--- src/rtl/sbank_pkg.sv ---
package sbank_pkg;
    typedef enum logic [0:0] {
        ST_IDLE  = 1'b0,
        ST_ARMED = 1'b1
    } commit_state_e;

    localparam int CTRL_LOAD_BIT    = 0;
    localparam int CTRL_AUTOOFF_BIT = 1;
endpackage

--- src/rtl/sbank_shadow.sv ---
module sbank_shadow #(
    parameter int NUM_REGS = 16,
    parameter int DATA_W   = 32,
    parameter int ADDR_W   = 5
) (
    input  logic                       clk,
    input  logic                       bank_we,
    input  logic [ADDR_W-1:0]          bank_addr,
    input  logic [DATA_W-1:0]          bank_wdata,
    output logic [NUM_REGS*DATA_W-1:0] shadow_flat
);
    // Shadow words carry no reset value; the host clears them explicitly.
    for (genvar i = 0; i < NUM_REGS; i++) begin : g_word
        logic [DATA_W-1:0] word_q;
        always_ff @(posedge clk) begin
            if (bank_we && bank_addr == ADDR_W'(i))
                word_q <= bank_wdata;
        end
        assign shadow_flat[i*DATA_W +: DATA_W] = word_q;
    end
endmodule

--- src/rtl/sbank_active.sv ---
module sbank_active #(
    parameter int NUM_REGS = 16,
    parameter int DATA_W   = 32
) (
    input  logic                       clk,
    input  logic                       rst_n,
    input  logic                       load_en,
    input  logic [NUM_REGS*DATA_W-1:0] shadow_flat,
    output logic [NUM_REGS*DATA_W-1:0] active_flat
);
    for (genvar i = 0; i < NUM_REGS; i++) begin : g_word
        logic [DATA_W-1:0] word_q;
        always_ff @(posedge clk or negedge rst_n) begin
            if (!rst_n)
                word_q <= '0;
            else if (load_en)
                word_q <= shadow_flat[i*DATA_W +: DATA_W];
        end
        assign active_flat[i*DATA_W +: DATA_W] = word_q;
    end
endmodule

--- src/rtl/sbank_commit_fsm.sv ---
module sbank_commit_fsm
    import sbank_pkg::*;
(
    input  logic clk,
    input  logic rst_n,
    input  logic ctrl_we,
    input  logic req_bit,
    input  logic autooff_bit,
    input  logic vblank_i,
    output logic copy_fire,
    output logic pending,
    output logic autooff,
    output logic committed
);
    commit_state_e state_q, state_d;
    logic          autooff_q;
    logic          committed_q;
    logic          set_req;

    assign set_req = ctrl_we && req_bit;

    // State register
    always_ff @(posedge clk or negedge rst_n) begin
        if (!rst_n)
            state_q <= ST_IDLE;
        else
            state_q <= state_d;
    end

    // Next state
    always_comb begin
        state_d = state_q;
        unique case (state_q)
            ST_IDLE: begin
                if (set_req)
                    state_d = ST_ARMED;
            end
            ST_ARMED: begin
                if (copy_fire && !set_req)
                    state_d = ST_IDLE;
            end
            default: state_d = ST_IDLE;
        endcase
    end

    // Outputs
    always_comb begin
        pending   = (state_q == ST_ARMED);
        autooff   = autooff_q;
        copy_fire = vblank_i && (pending || !autooff_q);
        committed = committed_q;
    end

    always_ff @(posedge clk or negedge rst_n) begin
        if (!rst_n) begin
            autooff_q   <= 1'b0;
            committed_q <= 1'b0;
        end else begin
            if (ctrl_we)
                autooff_q <= autooff_bit;
            committed_q <= copy_fire;
        end
    end
endmodule

--- src/rtl/shadow_commit_bank.sv ---
module shadow_commit_bank
    import sbank_pkg::*;
#(
    parameter int NUM_REGS = 16,
    parameter int DATA_W   = 32,
    parameter int ADDR_W   = $clog2(NUM_REGS + 1)
) (
    input  logic                       clk,
    input  logic                       rst_n,
    input  logic                       host_we,
    input  logic [ADDR_W-1:0]          host_addr,
    input  logic [DATA_W-1:0]          host_wdata,
    output logic [DATA_W-1:0]          host_rdata,
    input  logic                       vblank_i,
    output logic [NUM_REGS*DATA_W-1:0] active_o,
    output logic                       committed_o
);
    localparam logic [ADDR_W-1:0] CTRL_ADDR = ADDR_W'(NUM_REGS);

    logic                       in_bank;
    logic                       bank_we;
    logic                       ctrl_we;
    logic                       copy_fire;
    logic                       pending;
    logic                       autooff;
    logic [NUM_REGS*DATA_W-1:0] shadow_flat;

    assign in_bank = (host_addr < CTRL_ADDR);
    assign bank_we = host_we && in_bank;
    assign ctrl_we = host_we && (host_addr == CTRL_ADDR);

    sbank_shadow #(
        .NUM_REGS (NUM_REGS),
        .DATA_W   (DATA_W),
        .ADDR_W   (ADDR_W)
    ) shadow_i (
        .clk         (clk),
        .bank_we     (bank_we),
        .bank_addr   (host_addr),
        .bank_wdata  (host_wdata),
        .shadow_flat (shadow_flat)
    );

    sbank_active #(
        .NUM_REGS (NUM_REGS),
        .DATA_W   (DATA_W)
    ) active_i (
        .clk         (clk),
        .rst_n       (rst_n),
        .load_en     (copy_fire),
        .shadow_flat (shadow_flat),
        .active_flat (active_o)
    );

    sbank_commit_fsm fsm_i (
        .clk         (clk),
        .rst_n       (rst_n),
        .ctrl_we     (ctrl_we),
        .req_bit     (host_wdata[CTRL_LOAD_BIT]),
        .autooff_bit (host_wdata[CTRL_AUTOOFF_BIT]),
        .vblank_i    (vblank_i),
        .copy_fire   (copy_fire),
        .pending     (pending),
        .autooff     (autooff),
        .committed   (committed_o)
    );

    // Read path: shadow words, then the control word, zero elsewhere
    always_comb begin
        host_rdata = '0;
        if (in_bank) begin
            for (int i = 0; i < NUM_REGS; i++) begin
                if (host_addr == ADDR_W'(i))
                    host_rdata = shadow_flat[i*DATA_W +: DATA_W];
            end
        end else if (host_addr == CTRL_ADDR) begin
            host_rdata[CTRL_LOAD_BIT]    = pending;
            host_rdata[CTRL_AUTOOFF_BIT] = autooff;
        end
    end
endmodule

--- config.mk ---
export PLATFORM = sky130hd
export DESIGN_NAME = shadow_commit_bank
export DESIGN_NICKNAME = d
export VERILOG_FILES = /design/src/rtl/sbank_pkg.sv /design/src/rtl/sbank_shadow.sv /design/src/rtl/sbank_active.sv /design/src/rtl/sbank_commit_fsm.sv /design/src/rtl/shadow_commit_bank.sv
export SDC_FILE = /design/constraint.sdc
export NUM_CORES = 2
export LEC_CHECK = 0
export BUFFER_PORTS_ARGS = -buffer_cell sky130_fd_sc_hd__buf_2
export CORE_MARGIN = 2
export CORE_UTILIZATION = 25
export CTS_CLUSTER_SIZE = 20
export DETAILED_ROUTE_END_ITERATION = 7
export GPL_ROUTABILITY_DRIVEN = 0
export PLACE_DENSITY = 0.43
export SYNTH_ARGS = -nofsm -noshare
export SYNTH_HDL_FRONTEND = slang
export SYNTH_HIERARCHICAL = 1
export SYNTH_SLANG_ARGS = --single-unit
--- constraint.sdc ---
create_clock -name clk -period 5.9 [get_ports clk]
set_clock_uncertainty 0.05 [all_clocks]
set_input_delay 1.18 -clock clk [delete_from_list [all_inputs] [get_ports clk]]
set_output_delay 1.18 -clock clk [all_outputs]
set_load 0.02 [all_outputs]
Word-level counts from Yosys, hierarchy flattened

Index checks and enable logic that the tools add are counted.

Register bits after elaboration: 1027
Output and inout bits: 545
Word-level logic and storage cells: 100

Order comparisons: 1
Equality and inequality tests: 16
Multiplexer cells: 22
Bitwise gates (word level): 1
Reduce and logical (&&, ||, !) cells: 25

Operators by type and width:

| cell                                                            | count |
|---|---|
| 32-bit 2-to-1 mux                                               | 16 |
| 5-bit by 4-bit == test with 1-bit output, second input constant | 8 |
| 30-bit 2-to-1 mux                                               | 1 |
| 1-bit logical AND                                               | 21 |
| 5-bit by 3-bit == test with 1-bit output, second input constant | 4 |
| 5-bit by 2-bit == test with 1-bit output, second input constant | 2 |
| 5-bit by 1-bit == test with 1-bit output, second input constant | 1 |
| 5-bit == test, second input constant                            | 1 |
| 5-bit zero test                                                 | 1 |
| 5-bit less-than comparator, second input constant               | 1 |
| 2-bit 2-to-1 mux                                                | 2 |
| 1-bit zero test                                                 | 2 |
| 1-bit 2-to-1 mux                                                | 2 |
| 1-bit case mux with 2 select lines                              | 1 |
| 1-bit logical OR                                                | 1 |
| 1-bit inverter                                                  | 1 |

Depth between registers and ports, before layout

Word-level depth: 18
Gate-level depth with buffers: 10
Gate-level depth less buffers: 6

By module

Netlist, hierarchy kept.

Modules (own cells, without submodules):

| module             | instances | cells an instance | area an instance (µm²) | sequential area each (µm²) |
|---|---|---|---|---|
| sbank_active       | 1         | 1081              | 19220.9                | 12812.3 |
| sbank_shadow       | 1         | 535               | 15506.1                | 15374.7 |
| shadow_commit_bank | 1         | 721               | 4485.6                 | 0.0 |
| sbank_commit_fsm   | 1         | 8                 | 110.1                  | 75.1 |

Least setup slack after synthesis

No wires, ideal clock.

Kind: input to register
From: input port host_addr[4]
To: register shadow_i.g_word[2].word_q[0] (enable)
Setup time: 0.461 ns
Arrival time: 4.442 ns
Required time: 5.389 ns
Setup slack: 0.946 ns
Stages on the path: 7
Buffers on the path: 4
Path through: buf_6 -> buf_2 -> clkbuf_1 -> clkbuf_1 -> nor2b_1 -> nand4bb_1 -> nor3_1

Cells in the longest elaborated chain, start to end: 3
Elaborated cells on any way between the ends: 4
Those cells by class: order compare: 1; eq/ne: 1; reduce/logical: 2

RTL lines:

| item                       | RTL line                 | text |
|---|---|---|
| start, declared            | shadow_commit_bank.sv:11 | `input logic [ADDR_W-1:0] host_addr,` |
| 5-bit less-than comparator | shadow_commit_bank.sv:28 | `assign in_bank = (host_addr < CTRL_ADDR);` |
| 1-bit logical AND          | shadow_commit_bank.sv:29 | `assign bank_we = host_we && in_bank;` |
| named net bank_we          | shadow_commit_bank.sv:21 | `logic bank_we;` |
| 1-bit logical AND          | sbank_shadow.sv:16       | `if (bank_we && bank_addr == ADDR_W'(i))` |
| end signal, assigned       | sbank_shadow.sv:17       | `word_q <= bank_wdata;` |
| end, declared              | sbank_shadow.sv:14       | `logic [DATA_W-1:0] word_q;` |

The timed path passes the listed nets, and every way through them passes these cells.
A chain may end at the register's enable or synchronous reset.

Worst setup path in the final report

From: input port host_addr[3]
To: output port host_rdata[26]

Cells in the longest elaborated chain, start to end: 18
Elaborated cells on any way between the ends: 34
Those cells by class: order compare: 1; eq/ne: 15; mux: 17; reduce/logical: 1

RTL lines:

| item                             | RTL line                 | text |
|---|---|---|
| 5-bit zero test                  | shadow_commit_bank.sv:73 | `if (host_addr == ADDR_W'(i))` |
| 32-bit 2-to-1 mux (16 in series) | shadow_commit_bank.sv:73 |  |
| 30-bit 2-to-1 mux (*)            | shadow_commit_bank.sv:71 | `if (in_bank) begin` |
| end, declared                    | shadow_commit_bank.sv:13 | `output logic [DATA_W-1:0] host_rdata,` |

Every way passes the cells marked *; elsewhere a longest branch is shown, timed or not.

==> results by group <==
Clocking
  • Clk buf depth: 3
  • Clock Root Buffer: clkbuf_16
  • TritonCTS Sinks: 1027
  • Clk pin slew, worst setup/hold paths: 0.05 ns
  • H-tree depth: 3
  • Post-CTS Setup Inserts: 0
  • Num CTS Buffers: 115
  • CTS tree: yes
  • Post-CTS sizing: 0
  • Worst-Skew Late Latency: 0.77 ns
  • # hold bufs at CTS: 0

Synthesis
  • Post-synth cell types: 70
  • Yosys Warn Count: 6
  • FF+latch count, synth: 1027
  • Syn Inst Count: 2345
  • Synth area leaders: edfxtp_1 (39%), dfrtp_1 (33%), mux2_2 (15%)
  • Async S/R FF share, synth: 50.1%
  • Post-synth EDFFs: 512
  • Syn_area_per_cell: 16.8 um2
  • Top cell type's share of synthesized area: 39.1%
  • Synth area leader: edfxtp_1
  • Ys flop type: dfrtp_1
  • Sequential element share of the synthesized area: 71.9%
  • Post-Syn Nets: 2386
  • Cell area after synthesis: 39300 um2

Die
  • Initial core utilization: 25.2%
  • Die height: 401 um
  • Die area: 160000 um2
  • Rows: 145
  • Core ar.: 156000 um2
  • Io pins: 586
  • Die X: 401 um

Layout
  • Fill count: 15521
  • Post-Layout Cell Count: 5211
  • Area Growth Syn to Fin: 24.9%
  • Final Cell Area: 49100 um2
  • Nets: 3091
  • Layout cells sized above 1: 46.5%

Routing
  • DR vias/cell: 4.87
  • Max Used Layer: met5
  • Met2 wire len: 84.3 mm
  • Via count: 25366
  • Starting DRC count in detailed routing: 2309
  • M1 wire length: 79.5 mm
  • First-pass detailed-route iteration total: 7
  • DR DRC count: 0
  • Met3 WL: 12.1 mm
  • Routed WL: 181 mm
  • ANT nets after route: 0
  • Routed len/inst: 34.7 um

Timing
  • Final Hold Fails: 0
  • Relative slew margins: 17.3%
  • Fmax: 0.179 GHz
  • Setup tns final: 0 ns
  • Final slew viol count: 0
  • Final Critical Period: 5.59 ns
  • Worst setup margin: 0.314 ns
  • RSZ-0062 raised after global routing: false
  • Worst-Margin Slew: 1.24 ns
  • Period utilization: 94.7%
  • Final setup viols: 0

Worst setup path
  • Cell family with most CP delay: simple AND/OR/NAND/NOR gates
  • Crit Path Class: input pin to primary output
  • Crit. End Element: primary output
  • Worst path cell trace: buf_2 -> or3_1 -> nor2_4 -> buf_4 -> a22oi_1 -> nand3_1 -> o21ai_1 -> a211oi_1 -> buf_4 -> buf_2
  • Worst path max stage delay: 0.61 ns
  • Data required, critical path: 4.67 ns
  • Crit. Startpoint: host_addr[3]
  • CP startpoint kind: input pin
  • Crit path buf inv count: 4
  • Slowest CP cell: nor2_4
  • Crit-path max FO: 19
  • Arrival time at the worst endpoint: 4.36 ns
  • RR Startpoint: fsm_i/pending

Global routing
  • Initial antenna violation count: 15
  • Global route overflow: 0
  • First-pass GRT wire length: 240 mm
  • Pin count of the biggest net entering global routing: 127
  • Tot GR Track Use: 22.0%
  • Vias in the first global route: 25926

Power and ir drop
  • Leakage: 18.8 nW
  • Pwr dens: 385 nW/um2
  • Peak VDD IR: 0.000227 V

Placement
  • Place WS: 0.322 ns
  • Placed inst area: 45300 um2
  • DP Cell Count: 4991
  • I/O Buffers: 585
  • HPWL Detailed: 130 mm

Outcome
  • Status: complete, no violations

Worst hold path
  • Hold crit path type: input pin to asynchronous set/reset pin

Run
  • MaxCap Viol Count: 0
-- synth_stat cells, drive strengths merged (5+ instances only) --
cell type  count
a222oi         6
inv            6
nor2          84
nor2b         16
nand2b        12
buf          100
o211ai         8
a22o          13
nand3         26
nor3b          7
a22oi        106
dfrtp        515
o21ai         55
o22ai         21
a2bb2oi        5
nand4         16
o21a           5
edfxtp       512
mux2         520
a32oi         14
a211oi        14
nor4           6
clkbuf        31
nand2         72
o221ai        24
nor3          23
a21oi         56
a221oi        12
a21boi         7
-- power breakdown --
group	leakage, nW	internal [mW]	switching (mW)
registers	10.6	8.15	0.484
clock network	1.88	4.22	3.11
logic	6.35	1.10	1.86
total	18.8	13.5	5.46
-- worst reg2reg max path: stages (launching register included) --
cell and delay [ns]:
dfrtp_1 0.36, inv_1 0.08, a21boi_4 0.84, buf_12 0.54, mux2_2 0.65
-- cell type report --
| cell class | count | area, um2 | area share, % |
|---|---|---|---|
| antenna | 2 | 5.00 | 0.0102 |
| clock buffer | 161 | 3270 | 6.66 |
| clock inverter | 57 | 541 | 1.10 |
| inverter | 6 | 22.5 | 0.0458 |
| multi-input combinational | 1181 | 10200 | 20.7 |
| sequential | 1027 | 28300 | 57.5 |
| tap | 2058 | 2570 | 5.24 |
| timing repair buffer | 719 | 4270 | 8.70 |
-- layout by cell type, fill, tap and decap left out, drive strengths merged, types with 4 or more instances in the layout --
cell / Yosys / final
a211oi: 14 / 14
a21boi: 7 / 7
a21oi: 56 / 56
a221oi: 12 / 12
a222oi: 6 / 6
a22o: 13 / 13
a22oi: 106 / 106
a2bb2oi: 5 / 5
a31oi: 4 / 4
a32oi: 14 / 14
and3: 4 / 4
buf: 100 / 719
bufinv: 0 / 8
clkbuf: 31 / 161
clkinv: 0 / 41
dfrtp: 515 / 515
edfxtp: 512 / 512
inv: 6 / 12
mux2: 520 / 520
mux2i: 4 / 4
nand2: 72 / 72
nand2b: 12 / 12
nand3: 26 / 26
nand3b: 4 / 4
nand4: 16 / 16
nor2: 84 / 84
nor2b: 16 / 16
nor3: 23 / 23
nor3b: 7 / 7
nor4: 6 / 6
o211ai: 8 / 8
o21a: 5 / 5
o21ai: 55 / 55
o221ai: 24 / 24
o22ai: 21 / 21
or2: 4 / 4
-- per-layer routing --
layer / vias to the layer above / global-route usage [%]
met5: - / 0
met4: 10 / 6.37
met3: 223 / 4.71
met2: 1157 / 35.1
met1: 13571 / 30.0
li1: 10405 / -
-- state kept, by name, indices dropped and copies added (netlist names) --
register                count
fsm_i/autooff               1
active_i/g_word.word_q    512
shadow_i/g_word.word_q    512
fsm_i/pending               1
fsm_i/committed             1
-- logic make-up after synthesis --
logic type / count (synthesis) / synth area share, %
AO/OA/AOI/OAI: 370 / 6.59
buffers and inverters: 137 / 2.70
multiplexers: 524 / 15.0
flip-flops: 1027 / 71.9
AND/OR/NAND/NOR: 287 / 3.83
-- stage by stage --
step | hold WS [ns] | utilization, % | power [mW]
floorplan | 0.422 | - | 10.4
global placement | 0.436 | 29.0 | 11.8
detailed placement | 0.441 | 29.0 | 11.8
CTS | 0.371 | 31.4 | 19.1
global route | 0.418 | 31.4 | 19.6
finish | 0.377 | 31.4 | 18.9
-- path summary, 6_finish.rpt --
check                                                 to  slack (ns)  cells past startpoint
min in group clk           active_i/g_word[7].word_q[23]        0.45                      1
max reg2reg                active_i/g_word[1].word_q[19]        3.25                      4
min                         active_i/g_word[3].word_q[8]        0.38                      1
min reg2reg                active_i/g_word[7].word_q[23]        0.45                      1
max                                       host_rdata[26]        0.31                     10
max in group asynchronous                fsm_i/committed        4.17                      2
Power figures use the tool's default switching activity.
